--- config.mk ---
export PLATFORM = sky130hd
export DESIGN_NAME = dotseq3
export DESIGN_NICKNAME = d
export VERILOG_FILES = /design/src/rtl/dotseq3_pkg.sv /design/src/rtl/dotseq3_vecbank.sv /design/src/rtl/dotseq3_mac.sv /design/src/rtl/dotseq3_ctrl.sv /design/src/rtl/dotseq3.sv
export SDC_FILE = /design/constraint.sdc
export NUM_CORES = 1
export LEC_CHECK = 0
export CORE_ASPECT_RATIO = 1.2
export CORE_MARGIN = 2
export CORE_UTILIZATION = 37
export DETAILED_ROUTE_END_ITERATION = 7
export MAX_ROUTING_LAYER = met4
export REMOVE_ABC_BUFFERS = 1
export SKIP_CTS_REPAIR_TIMING = 1
export SLEW_MARGIN = 20
export SYNTH_ARGS = -nofsm -noshare
export SYNTH_HDL_FRONTEND = slang
export SYNTH_SLANG_ARGS = --single-unit
--- constraint.sdc ---
create_clock -name clk -period 6.1 [get_ports clk]
set_clock_uncertainty 0.1 [all_clocks]
set_input_delay 0.915 -clock clk [delete_from_list [all_inputs] [get_ports clk]]
set_output_delay 0.915 -clock clk [all_outputs]
set_load 0.02 [all_outputs]
--- src/rtl/dotseq3_pkg.sv ---
package dotseq3_pkg;
    localparam int VEC_LEN = 3;
    localparam int IDX_W   = 2;

    typedef enum logic [1:0] {
        ST_IDLE = 2'd0,
        ST_INIT = 2'd1,
        ST_CALC = 2'd2,
        ST_DONE = 2'd3
    } seq_state_e;
endpackage

--- src/rtl/dotseq3_vecbank.sv ---
module dotseq3_vecbank
    import dotseq3_pkg::*;
#(
    parameter int ELEM_W = 8
) (
    input  logic                     clk,
    input  logic                     rst_n,
    input  logic                     wr_en,
    input  logic                     wr_sel,
    input  logic [IDX_W-1:0]         wr_idx,
    input  logic signed [ELEM_W-1:0] wr_data,
    input  logic                     lock,
    input  logic [IDX_W-1:0]         rd_idx,
    output logic signed [ELEM_W-1:0] rd_a,
    output logic signed [ELEM_W-1:0] rd_b
);
    logic signed [ELEM_W-1:0] vec_a [VEC_LEN];
    logic signed [ELEM_W-1:0] vec_b [VEC_LEN];
    logic                     wr_ok;

    assign wr_ok = wr_en && !lock;

    for (genvar g = 0; g < VEC_LEN; g++) begin : g_elem
        logic hit;
        assign hit = wr_ok && (wr_idx == IDX_W'(g));

        always_ff @(posedge clk or negedge rst_n) begin
            if (!rst_n) begin
                vec_a[g] <= '0;
                vec_b[g] <= '0;
            end else if (hit) begin
                if (wr_sel) vec_b[g] <= wr_data;
                else        vec_a[g] <= wr_data;
            end
        end


        wr_lock_chk: assert property (@(posedge clk) disable iff (!rst_n)
            lock |=> ($stable(vec_a[g]) && $stable(vec_b[g])));


        wr_sel_chk: assert property (@(posedge clk) disable iff (!rst_n)
            (wr_en && (wr_idx != IDX_W'(g))) |=> ($stable(vec_a[g]) && $stable(vec_b[g])));
    end

    always_comb begin
        rd_a = '0;
        rd_b = '0;
        for (int k = 0; k < VEC_LEN; k++) begin
            if (rd_idx == IDX_W'(k)) begin
                rd_a = vec_a[k];
                rd_b = vec_b[k];
            end
        end
    end
endmodule

--- src/rtl/dotseq3_mac.sv ---
module dotseq3_mac #(
    parameter int ELEM_W = 8,
    parameter int ACC_W  = 2*ELEM_W + 2
) (
    input  logic                     clk,
    input  logic                     rst_n,
    input  logic                     clr,
    input  logic                     en,
    input  logic signed [ELEM_W-1:0] op_a,
    input  logic signed [ELEM_W-1:0] op_b,
    output logic signed [ACC_W-1:0]  acc
);
    localparam int PROD_W = 2*ELEM_W;
    localparam int EXT_W  = ACC_W - PROD_W;

    logic signed [PROD_W-1:0] prod;
    logic signed [ACC_W-1:0]  prod_ext;

    assign prod     = op_a * op_b;
    assign prod_ext = {{EXT_W{prod[PROD_W-1]}}, prod};

    always_ff @(posedge clk or negedge rst_n) begin
        if (!rst_n)   acc <= '0;
        else if (clr) acc <= '0;
        else if (en)  acc <= acc + prod_ext;
    end


    acc_clear_chk: assert property (@(posedge clk) disable iff (!rst_n)
        clr |=> (acc == '0));


    acc_hold_chk: assert property (@(posedge clk) disable iff (!rst_n)
        (!clr && !en) |=> $stable(acc));
endmodule

--- src/rtl/dotseq3_ctrl.sv ---
module dotseq3_ctrl
    import dotseq3_pkg::*;
(
    input  logic             clk,
    input  logic             rst_n,
    input  logic             start,
    output logic [IDX_W-1:0] idx,
    output logic             acc_clr,
    output logic             acc_en,
    output logic             busy,
    output logic             done
);
    seq_state_e       state_q, state_d;
    logic [IDX_W-1:0] idx_q;
    logic [IDX_W-1:0] idx_nxt;
    logic             at_end;

    assign idx_nxt = idx_q + 1'b1;
    assign at_end  = (idx_nxt == IDX_W'(VEC_LEN));
    assign idx     = idx_q;

    always_ff @(posedge clk or negedge rst_n) begin
        if (!rst_n) state_q <= ST_IDLE;
        else        state_q <= state_d;
    end

    always_comb begin
        state_d = state_q;
        unique case (state_q)
            ST_IDLE: if (start) state_d = ST_INIT;
            ST_INIT: state_d = ST_CALC;
            ST_CALC: state_d = at_end ? ST_DONE : ST_CALC;
            ST_DONE: if (start) state_d = ST_INIT;
            default: state_d = ST_IDLE;
        endcase
    end

    always_comb begin
        acc_clr = 1'b0;
        acc_en  = 1'b0;
        busy    = 1'b0;
        done    = 1'b0;
        unique case (state_q)
            ST_IDLE: ;
            ST_INIT: begin acc_clr = 1'b1; busy = 1'b1; end
            ST_CALC: begin acc_en  = 1'b1; busy = 1'b1; end
            ST_DONE: done = 1'b1;
            default: ;
        endcase
    end

    always_ff @(posedge clk or negedge rst_n) begin
        if (!rst_n)       idx_q <= '0;
        else if (acc_clr) idx_q <= '0;
        else if (acc_en)  idx_q <= idx_nxt;
    end


    idx_clear_chk: assert property (@(posedge clk) disable iff (!rst_n)
        (state_q == ST_INIT) |=> (idx_q == '0 && state_q == ST_CALC));


    idx_range_chk: assert property (@(posedge clk) disable iff (!rst_n)
        (state_q == ST_CALC) |-> (idx_q < IDX_W'(VEC_LEN)));


    calc_exit_chk: assert property (@(posedge clk) disable iff (!rst_n)
        (state_q == ST_CALC && idx_q == IDX_W'(VEC_LEN-1)) |=> (state_q == ST_DONE));


    start_busy_ign_chk: assert property (@(posedge clk) disable iff (!rst_n)
        (state_q == ST_INIT || state_q == ST_CALC) |=> (state_q != ST_INIT));
endmodule

--- src/rtl/dotseq3.sv ---
module dotseq3
    import dotseq3_pkg::*;
#(
    parameter int ELEM_W = 8,
    parameter int ACC_W  = 2*ELEM_W + 2
) (
    input  logic              clk,
    input  logic              rst_n,
    input  logic              wr_en,
    input  logic              wr_sel,
    input  logic [1:0]        wr_idx,
    input  logic [ELEM_W-1:0] wr_data,
    input  logic              start,
    output logic              busy,
    output logic              done,
    output logic [ACC_W-1:0]  result
);
    logic [IDX_W-1:0]         rd_idx;
    logic                     acc_clr;
    logic                     acc_en;
    logic signed [ELEM_W-1:0] elem_a;
    logic signed [ELEM_W-1:0] elem_b;
    logic signed [ACC_W-1:0]  acc;

    dotseq3_ctrl u_ctrl (
        .clk     (clk),
        .rst_n   (rst_n),
        .start   (start),
        .idx     (rd_idx),
        .acc_clr (acc_clr),
        .acc_en  (acc_en),
        .busy    (busy),
        .done    (done)
    );

    dotseq3_vecbank #(.ELEM_W(ELEM_W)) u_bank (
        .clk     (clk),
        .rst_n   (rst_n),
        .wr_en   (wr_en),
        .wr_sel  (wr_sel),
        .wr_idx  (wr_idx),
        .wr_data (wr_data),
        .lock    (busy),
        .rd_idx  (rd_idx),
        .rd_a    (elem_a),
        .rd_b    (elem_b)
    );

    dotseq3_mac #(.ELEM_W(ELEM_W), .ACC_W(ACC_W)) u_mac (
        .clk   (clk),
        .rst_n (rst_n),
        .clr   (acc_clr),
        .en    (acc_en),
        .op_a  (elem_a),
        .op_b  (elem_b),
        .acc   (acc)
    );

    assign result = acc;


    done_hold_chk: assert property (@(posedge clk) disable iff (!rst_n)
        (done && !start) |=> (done && $stable(result)));


    busy_done_excl_chk: assert property (@(posedge clk) disable iff (!rst_n)
        !(busy && done));


    start_launch_chk: assert property (@(posedge clk) disable iff (!rst_n)
        (start && !busy) |=> (busy && !done));
endmodule

Word level (Yosys, flattened, before mapping)
Index checks and enable logic that the tools add are counted.

cells by class
  reductions and logical operators = 17
  $add $sub $neg = 2
  equality and inequality tests = 9
  mux-type cells = 17
  bitwise operators = 1
  multiply operators = 1

operators by type and width
  cell                                                    count
  two-way mux 8 bit                                       6
  two-way mux 18 bit                                      2
  adder 18 x 16 -> 18 bit                                 1
  multiplier 8 x 8 -> 16 bit                              1
  AND reduction 2 bit                                     6
  equality test 2 bit (second input constant)             5
  equality test 2 x 1 -> 1 bit (second input constant)    3
  zero test 2 bit                                         3
  two-way mux 2 bit                                       3
  case mux 2 bit (3 select lines)                         1
  two-way mux 1 bit                                       5
  logical AND 1 bit                                       4
  OR reduction 2 bit                                      2
  adder 2 x 1 -> 2 bit (second input constant)            1
  inequality test 2 x 1 -> 1 bit (second input constant)  1
  nonzero test 2 bit                                      1
  zero test 1 bit                                         1
  NOT 1 bit                                               1

word-level totals
  register bits = 70
  word-level logic and storage cells = 56
  bits of input ports = 15

Depth between registers and ports, before layout
Gate-level depths: netlist of the first run.

  depth after elaboration = 8
  mapped depth = 26
  mapped depth without buffers = 25

Modules after synthesis
Synthesis of the first run repeated with hierarchy kept, for this count alone.

unflattened totals
  cells, all modules = 585
  area total of the unflattened synthesis = 6406.1 um^2

modules (own cells, without submodules)
  module           cells an instance  times used  sequential area each (um^2)  area an instance (um^2)
  dotseq3_mac      399                1           450.4                        3981.3
  dotseq3_vecbank  164                1           1201.2                       2187.1
  dotseq3_ctrl     22                 1           100.1                        237.7

Worst setup path after synthesis of the first run
Ideal clock, no wire load.

  path type = register to register
  start point = register u_ctrl.idx_q[0] (netlist: u_ctrl.idx[0])
  end point = register u_mac.acc[17]
  path slack = -319 ps
  data arrival time = 6198 ps
  period minus slack after synthesis = 6419 ps
  path buffers = 1
  cell stages (with the launch flop) = 21
  cell sequence = dfrtp_1 -> inv_1 -> ha_1 -> nor2b_1 -> clkbuf_1 -> a22oi_1 -> o21ai_1 -> and2_1 -> fa_1 -> fa_1 -> fa_1 -> fa_1 -> fa_1 -> ha_1 -> o21ai_0 -> o21ai_1 -> and4_4 -> a2111oi_4 -> a31oi_1 -> xnor2_1 -> a22o_1

on the way
  longest elaborated chain between the ends = 8

RTL lines
  item                             RTL line               text
  start: declaration               dotseq3_ctrl.sv:14     logic [IDX_W-1:0] idx_q;
  start signal: assignment         dotseq3_ctrl.sv:55     else if (acc_en) idx_q <= idx_nxt;
  zero test 2 bit                  dotseq3_vecbank.sv:50  if (rd_idx == IDX_W'(k)) begin
  two-way mux 8 bit (3 in series)  dotseq3_vecbank.sv:50
  multiplier 8 x 8 -> 16 bit *     dotseq3_mac.sv:19      assign prod = op_a * op_b;
  adder 18 x 16 -> 18 bit *        dotseq3_mac.sv:25      else if (en) acc <= acc + prod_ext;
  two-way mux 18 bit *             dotseq3_mac.sv:25
  two-way mux 18 bit *             dotseq3_mac.sv:24      else if (clr) acc <= '0;
  end signal: assignment           dotseq3_mac.sv:25
  end: declaration                 dotseq3_mac.sv:11      output logic signed [ACC_W-1:0] acc

Mark *: on every way between the ends. The rest lies on a longest branch, timed or not. The select of a mux whose other input is x is not followed.
A chain may end at the register's enable or synchronous reset.

Final worst setup path of the first run
Ends and elaborated chain as after synthesis.

==> results_dict.tcl, run 1 <==
set metrics [dict create \
    status "finished clean" \
    io_buffers 34 \
    drv_cap 0 \
    required_ns 6.24 \
    finalSetupViolCount 0 \
    grt_overflow_total 0 \
    ys_seq_elements 70 \
    endpoint_kind "flop" \
    path_class "flop to flop" \
    grt_pass1_vias 4761 \
    drt-wirelength-per-cell_um 16.0 \
    muxShareOfSynthArea 0.0868 \
    worst-r2r-setup-slack_ns 0.25 \
    yosys_warnings 0 \
    synthAdderAreaFrac 0.354 \
    post-route-util 0.454 \
    initial_core_util 0.381 \
    reg2reg_depth 22 \
    clock.fmax_mhz 171 \
    post-route-cell-area_mm2 0.00741 \
    num_rows 51 \
    start_kind "flop" \
    hold_violations 0 \
    synthArstFlopShare 1.00 \
    holdCritPathClass "flop to flop" \
    grt_max_degree 71 \
    global_route.usage.met1 0.229 \
    numCtsBuffers 9 \
    busiest_layer "met2" \
    via_per_inst 4.94 \
    hold_path_end "u_bank.vec_b[13]$_DFFE_PN0P_" \
    first_pass_iters 4 \
    n_antenna_cell 0 \
    synth_xor_xnor_area_share 0.0225 \
    die_w_um 122 \
    slew_headroom 0.319 \
    use_met2 0.299 \
    place_ws_ns -0.0435 \
    period_needed_ns 5.85 \
    synth_edf_count 0 \
    clk-insertion-delay-late_ns 0.34 \
    drc 0 \
    dpl_cell_area_mm2 0.00702 \
    io_pins 35 \
    tightest_slew_ns 1.02 \
    clockRootBuffer "clkbuf_16" \
    seq_area_frac_synth 0.281 \
    min_path_cells 1 \
    r2r-end "u_mac.acc[17]$_DFFE_PN0P_" \
    yosys.area_share.simple 0.0981 \
    syn_avg_cell_area_um2 10.5 \
    grtUsageTotal 0.179 \
    finalMaxSlewViolations 0 \
    final_cell_mix "inv_1 (91), fa_1 (80), dfrtp_1 (70)" \
    synth-compound-area-share 0.0947 \
    hpwl_um 11300 \
    syn_area_mm2 0.00622 \
    cts.clk_slew.worst_paths_ns 0.06 \
    grt_pass1_wl_um 24400 \
    ys_types 45 \
    nets 801 \
    num_vias 4321 \
    fin_crit_sh 0.959 \
    die_h_um 146 \
    drive_above_1_share 0.178 \
    mostFrequentLayoutCell "inv_1" \
    cts_tree "yes" \
    fillers 1603 \
    worst_hold_startpoint "u_bank.vec_b[13]$_DFFE_PN0P_" \
    cts.path.max_buffers 2 \
    antenna_found_initial 0 \
    crit_path_max_fanout 7 \
    drt_wl_total_um 14000 \
    crit_arrival_ns 5.99 \
    synth_top_family_by_area "adder cells" \
    clkSinkCount 70 \
    gp_congestion 0.957 \
    synthCells 593 \
    die_area_mm2 0.0179 \
    met3_usage 0.0270 \
    first_iter_violations 182 \
    htreeDepth 3 \
    core_area_mm2 0.0163 \
    worst_slack_ns 0.251 \
    timing.rr.start "u_ctrl.idx[0]$_DFFE_PN0P_" \
    ys.flop_type "dfrtp_1" \
    syn2layout_area_growth_pct 19.1 \
    drtAntennaViolNets 0 \
]
-- critical path, cell delays in order, from the launching register on --
cell and delay (ns):
dfrtp_1 0.39, inv_1 0.11, ha_1 0.17, buf_4 0.15, nand2_1 0.06, nor2_1 0.09
a21oi_1 0.06, o21ai_2 0.21, buf_4 0.20, and2_1 0.26, fa_1 0.48, fa_1 0.49
fa_1 0.57, fa_1 0.42, ha_1 0.29, ha_1 0.34, o21a_1 0.21, o31a_1 0.13
and4_4 0.21, a2111oi_4 0.29, a31oi_1 0.17, xnor2_1 0.15, a22o_1 0.19
-- worst max-delay path by stage --
stage | startpoint | endpoint | slack [ns]
6_report | u_ctrl.idx[0]$_DFFE_PN0P_ | u_mac.acc[17]$_DFFE_PN0P_ | 0.25
5_1_grt | u_ctrl.idx[0]$_DFFE_PN0P_ | u_mac.acc[17]$_DFFE_PN0P_ | -0.03
4_1_cts | u_ctrl.idx[0]$_DFFE_PN0P_ | u_mac.acc[14]$_DFFE_PN0P_ | -0.08
3_5_place_dp | u_ctrl.idx[0]$_DFFE_PN0P_ | u_mac.acc[14]$_DFFE_PN0P_ | -0.04
3_3_place_gp | u_ctrl.idx[0]$_DFFE_PN0P_ | u_mac.acc[14]$_DFFE_PN0P_ | 0.06
2_1_floorplan | u_ctrl.idx[0]$_DFFE_PN0P_ | u_mac.acc[17]$_DFFE_PN0P_ | -0.48
-- layout make-up --
type	instances	area, µm²	area share
multi-input combinational	419	4150	0.560
sequential	70	1750	0.236
timing repair buffer	67	603	0.0814
inverter	91	342	0.0461
tap	212	265	0.0358
clock buffer	10	239	0.0322
clock inverter	6	61.3	0.00827
-- metrics by stage --
| stage | cells | hold slack [ns] | TNS (ns) |
|---|---|---|---|
| 6_report | 875 | 0.408 | 0 |
| 5_1_grt | 875 | 0.422 | -0.0412 |
| 4_1_cts | 873 | 0.409 | -0.142 |
| 3_5_place_dp | 857 | 0.395 | -0.0620 |
| 3_3_place_gp | 857 | 0.388 | 0 |
| 2_1_floorplan | 580 | 0.379 | -1.83 |
-- flip-flops by register name (all words and copies together), names as in the netlist --
| signal | flops |
|---|---|
| u_bank.vec_a | 24 |
| u_ctrl.state_q | 2 |
| u_mac.acc | 18 |
| u_bank.vec_b | 24 |
| u_ctrl.idx | 2 |
-- synth_stat cells, types with 3 or more instances --
| cell type | n | area (µm²) |
|---|---|---|
| mux2_2 | 48 | 541 |
| o21ai_1 | 5 | 25.0 |
| or3_1 | 3 | 18.8 |
| nor2b_1 | 7 | 43.8 |
| o21ai_0 | 19 | 95.1 |
| xnor2_1 | 12 | 105 |
| inv_1 | 91 | 342 |
| fa_1 | 80 | 1600 |
| xor2_1 | 4 | 35.0 |
| nand2_1 | 56 | 210 |
| o22ai_1 | 4 | 25.0 |
| o41ai_1 | 3 | 26.3 |
| a22oi_1 | 10 | 75.1 |
| nand2b_1 | 5 | 31.3 |
| a22o_1 | 7 | 61.3 |
| buf_1 | 3 | 11.3 |
| nand3_1 | 4 | 20.0 |
| clkbuf_1 | 10 | 37.5 |
| and2_1 | 3 | 18.8 |
| dfrtp_1 | 70 | 1750 |
| nor3_1 | 3 | 15.0 |
| nor2_1 | 50 | 188 |
| a21oi_1 | 19 | 95.1 |
| o21a_1 | 9 | 67.6 |
| ha_1 | 48 | 601 |
-- per-layer routing --
metal | vias up | wire [µm]
met4 | 0 | 157
li1 | 2063 | -
met5 | - | 0
met2 | 53 | 7270
met3 | 12 | 440
met1 | 2193 | 6130
-- cells by family after synthesis --
logic type	count (synthesis)
muxes	48
AOI/OAI and AO/OA	88
adders and majority gates	128
buffers and inverters	104
and+or+nand+nor	139
xor gates and xnor gates	16
DFF	70
Power of run 1 is not shown: default switching activity piles up to over one toggle a cycle in this logic, so the estimate is an artifact.
==> run 2: changes to the inputs <==
Settings changed: CAP_MARGIN from default to 20, CORE_MARGIN 2 to default, HOLD_SLACK_MARGIN from default to 0.05.
==> results_dict.tcl, run 2 (same netlist as run 1, synthesis figures left out) <==
set metrics [dict create \
    hpwl_um 11200 \
    grt_max_degree 71 \
    worst-r2r-setup-slack_ns 0.24 \
    gp_congestion 0.937 \
    timing.rr.start "u_ctrl.idx[0]$_DFFE_PN0P_" \
    worst_hold_startpoint "u_bank.vec_a[7]$_DFFE_PN0P_" \
    crit_path_max_fanout 10 \
    grt_pass1_vias 4807 \
    slowest_delay_ns 0.56 \
    die_h_um 144 \
    cp_cell_sequence "inv_1, ha_1, buf_4, nand2_1, nor2_1, a21oi_1, o21ai_2, and2_4, buf_12, fa_1, fa_1, fa_1, fa_1, ha_1, ha_1, o21a_1, o31a_1, and4_4, a2111oi_4, a31oi_1, xnor2_1, a22o_1" \
    grtUsageTotal 0.190 \
    nets 806 \
    critPathTopFamily "adder cells" \
    crit_arrival_ns 5.99 \
    multi_input_area_mm2 0.00419 \
    initial_core_util 0.381 \
    core_area_mm2 0.0163 \
    final_cell_mix "inv_1 (91), fa_1 (80), dfrtp_1 (70)" \
    drive_above_1_share 0.196 \
    cts_tree "yes" \
    clk-insertion-delay-late_ns 0.35 \
    finalSetupViolCount 0 \
    grt_overflow_total 0 \
    status "finished clean" \
    reg2reg_depth 22 \
    slew_headroom 0.322 \
    min_path_cells 1 \
    fillers 1594 \
    cp_slowest_cell "fa_1" \
    io_pins 35 \
    drt-wirelength-per-cell_um 16.4 \
    drc 0 \
    num_vias 4398 \
    first_pass_iters 4 \
    num_rows 51 \
    via_per_inst 5.00 \
    drt_wl_total_um 14400 \
    endpoint_kind "flop" \
    syn2layout_area_growth_pct 20.7 \
    tns_ns 0 \
    io_buffers 34 \
    reg.largest.list "u_bank.vec_a (24), u_bank.vec_b (24), u_mac.acc (18)" \
    cts.path.max_buffers 2 \
    cts.clk_slew.worst_paths_ns 0.06 \
    tightest_slew_ns 1.01 \
    required_ns 6.23 \
    start_kind "flop" \
    die_area_mm2 0.0173 \
    drv_cap 0 \
    period_needed_ns 5.86 \
    numCtsBuffers 9 \
    path_class "flop to flop" \
    clock.fmax_mhz 171 \
    path_buf_inv 3 \
    clkSinkCount 70 \
    r2r-end "u_mac.acc[17]$_DFFE_PN0P_" \
    cpMostUsedCell "fa_1" \
    n_antenna_cell 0 \
    first_iter_violations 219 \
    hold_path_end "u_bank.vec_a[7]$_DFFE_PN0P_" \
    mostFrequentLayoutCell "inv_1" \
    layout.area.seq_mm2 0.00175 \
    fin_crit_sh 0.960 \
    finalMaxSlewViolations 0 \
    holdCritPathClass "flop to flop" \
    grt_pass1_wl_um 24700 \
    clockRootBuffer "clkbuf_16" \
    drtAntennaViolNets 0 \
    hold_violations 0 \
    antenna_found_initial 0 \
    die_w_um 120 \
    htreeDepth 3 \
]
run 2: layer usage:
metal	GRT usage	vias to the layer above	wire, µm
li1	-	2068	-
met1	0.237	2252	6580
met2	0.315	56	7130
met3	0.0241	22	375
met4	0.0734	0	340
met5	-	-	0
run 2: area by class of cell:
| cell class | instances | share of cell area |
|---|---|---|
| timing repair buffer | 72 | 0.0874 |
| inverter | 91 | 0.0455 |
| tap | 212 | 0.0353 |
| clock inverter | 5 | 0.00766 |
| clock buffer | 11 | 0.0336 |
| sequential | 70 | 0.233 |
| multi-input combinational | 419 | 0.557 |
run 2: worst max-delay path by stage:
stage                              startpoint                        end  cells past startpoint
floorplan           u_ctrl.idx[0]$_DFFE_PN0P_  u_mac.acc[17]$_DFFE_PN0P_                     18
global placement    u_ctrl.idx[0]$_DFFE_PN0P_  u_mac.acc[17]$_DFFE_PN0P_                     22
detailed placement  u_ctrl.idx[0]$_DFFE_PN0P_  u_mac.acc[17]$_DFFE_PN0P_                     22
CTS                 u_ctrl.idx[0]$_DFFE_PN0P_  u_mac.acc[17]$_DFFE_PN0P_                     22
global route        u_ctrl.idx[0]$_DFFE_PN0P_  u_mac.acc[17]$_DFFE_PN0P_                     22
finish              u_ctrl.idx[0]$_DFFE_PN0P_  u_mac.acc[17]$_DFFE_PN0P_                     22
run 2: stage by stage:
stage | area (µm²) | utilization | cells | hold WS, ns | setup WS (ns)
detailed placement | 7020 | 0.430 | 857 | 0.396 | -0.0487
CTS | 7330 | 0.449 | 873 | 0.410 | -0.0779
global route | 7510 | 0.460 | 880 | 0.427 | -0.0325
global placement | 7020 | 0.430 | 857 | 0.388 | 0.0272
floorplan | 6180 | - | 580 | 0.379 | -0.475
finish | 7510 | 0.460 | 880 | 0.407 | 0.244
Power of run 2 is left out for the same reason.
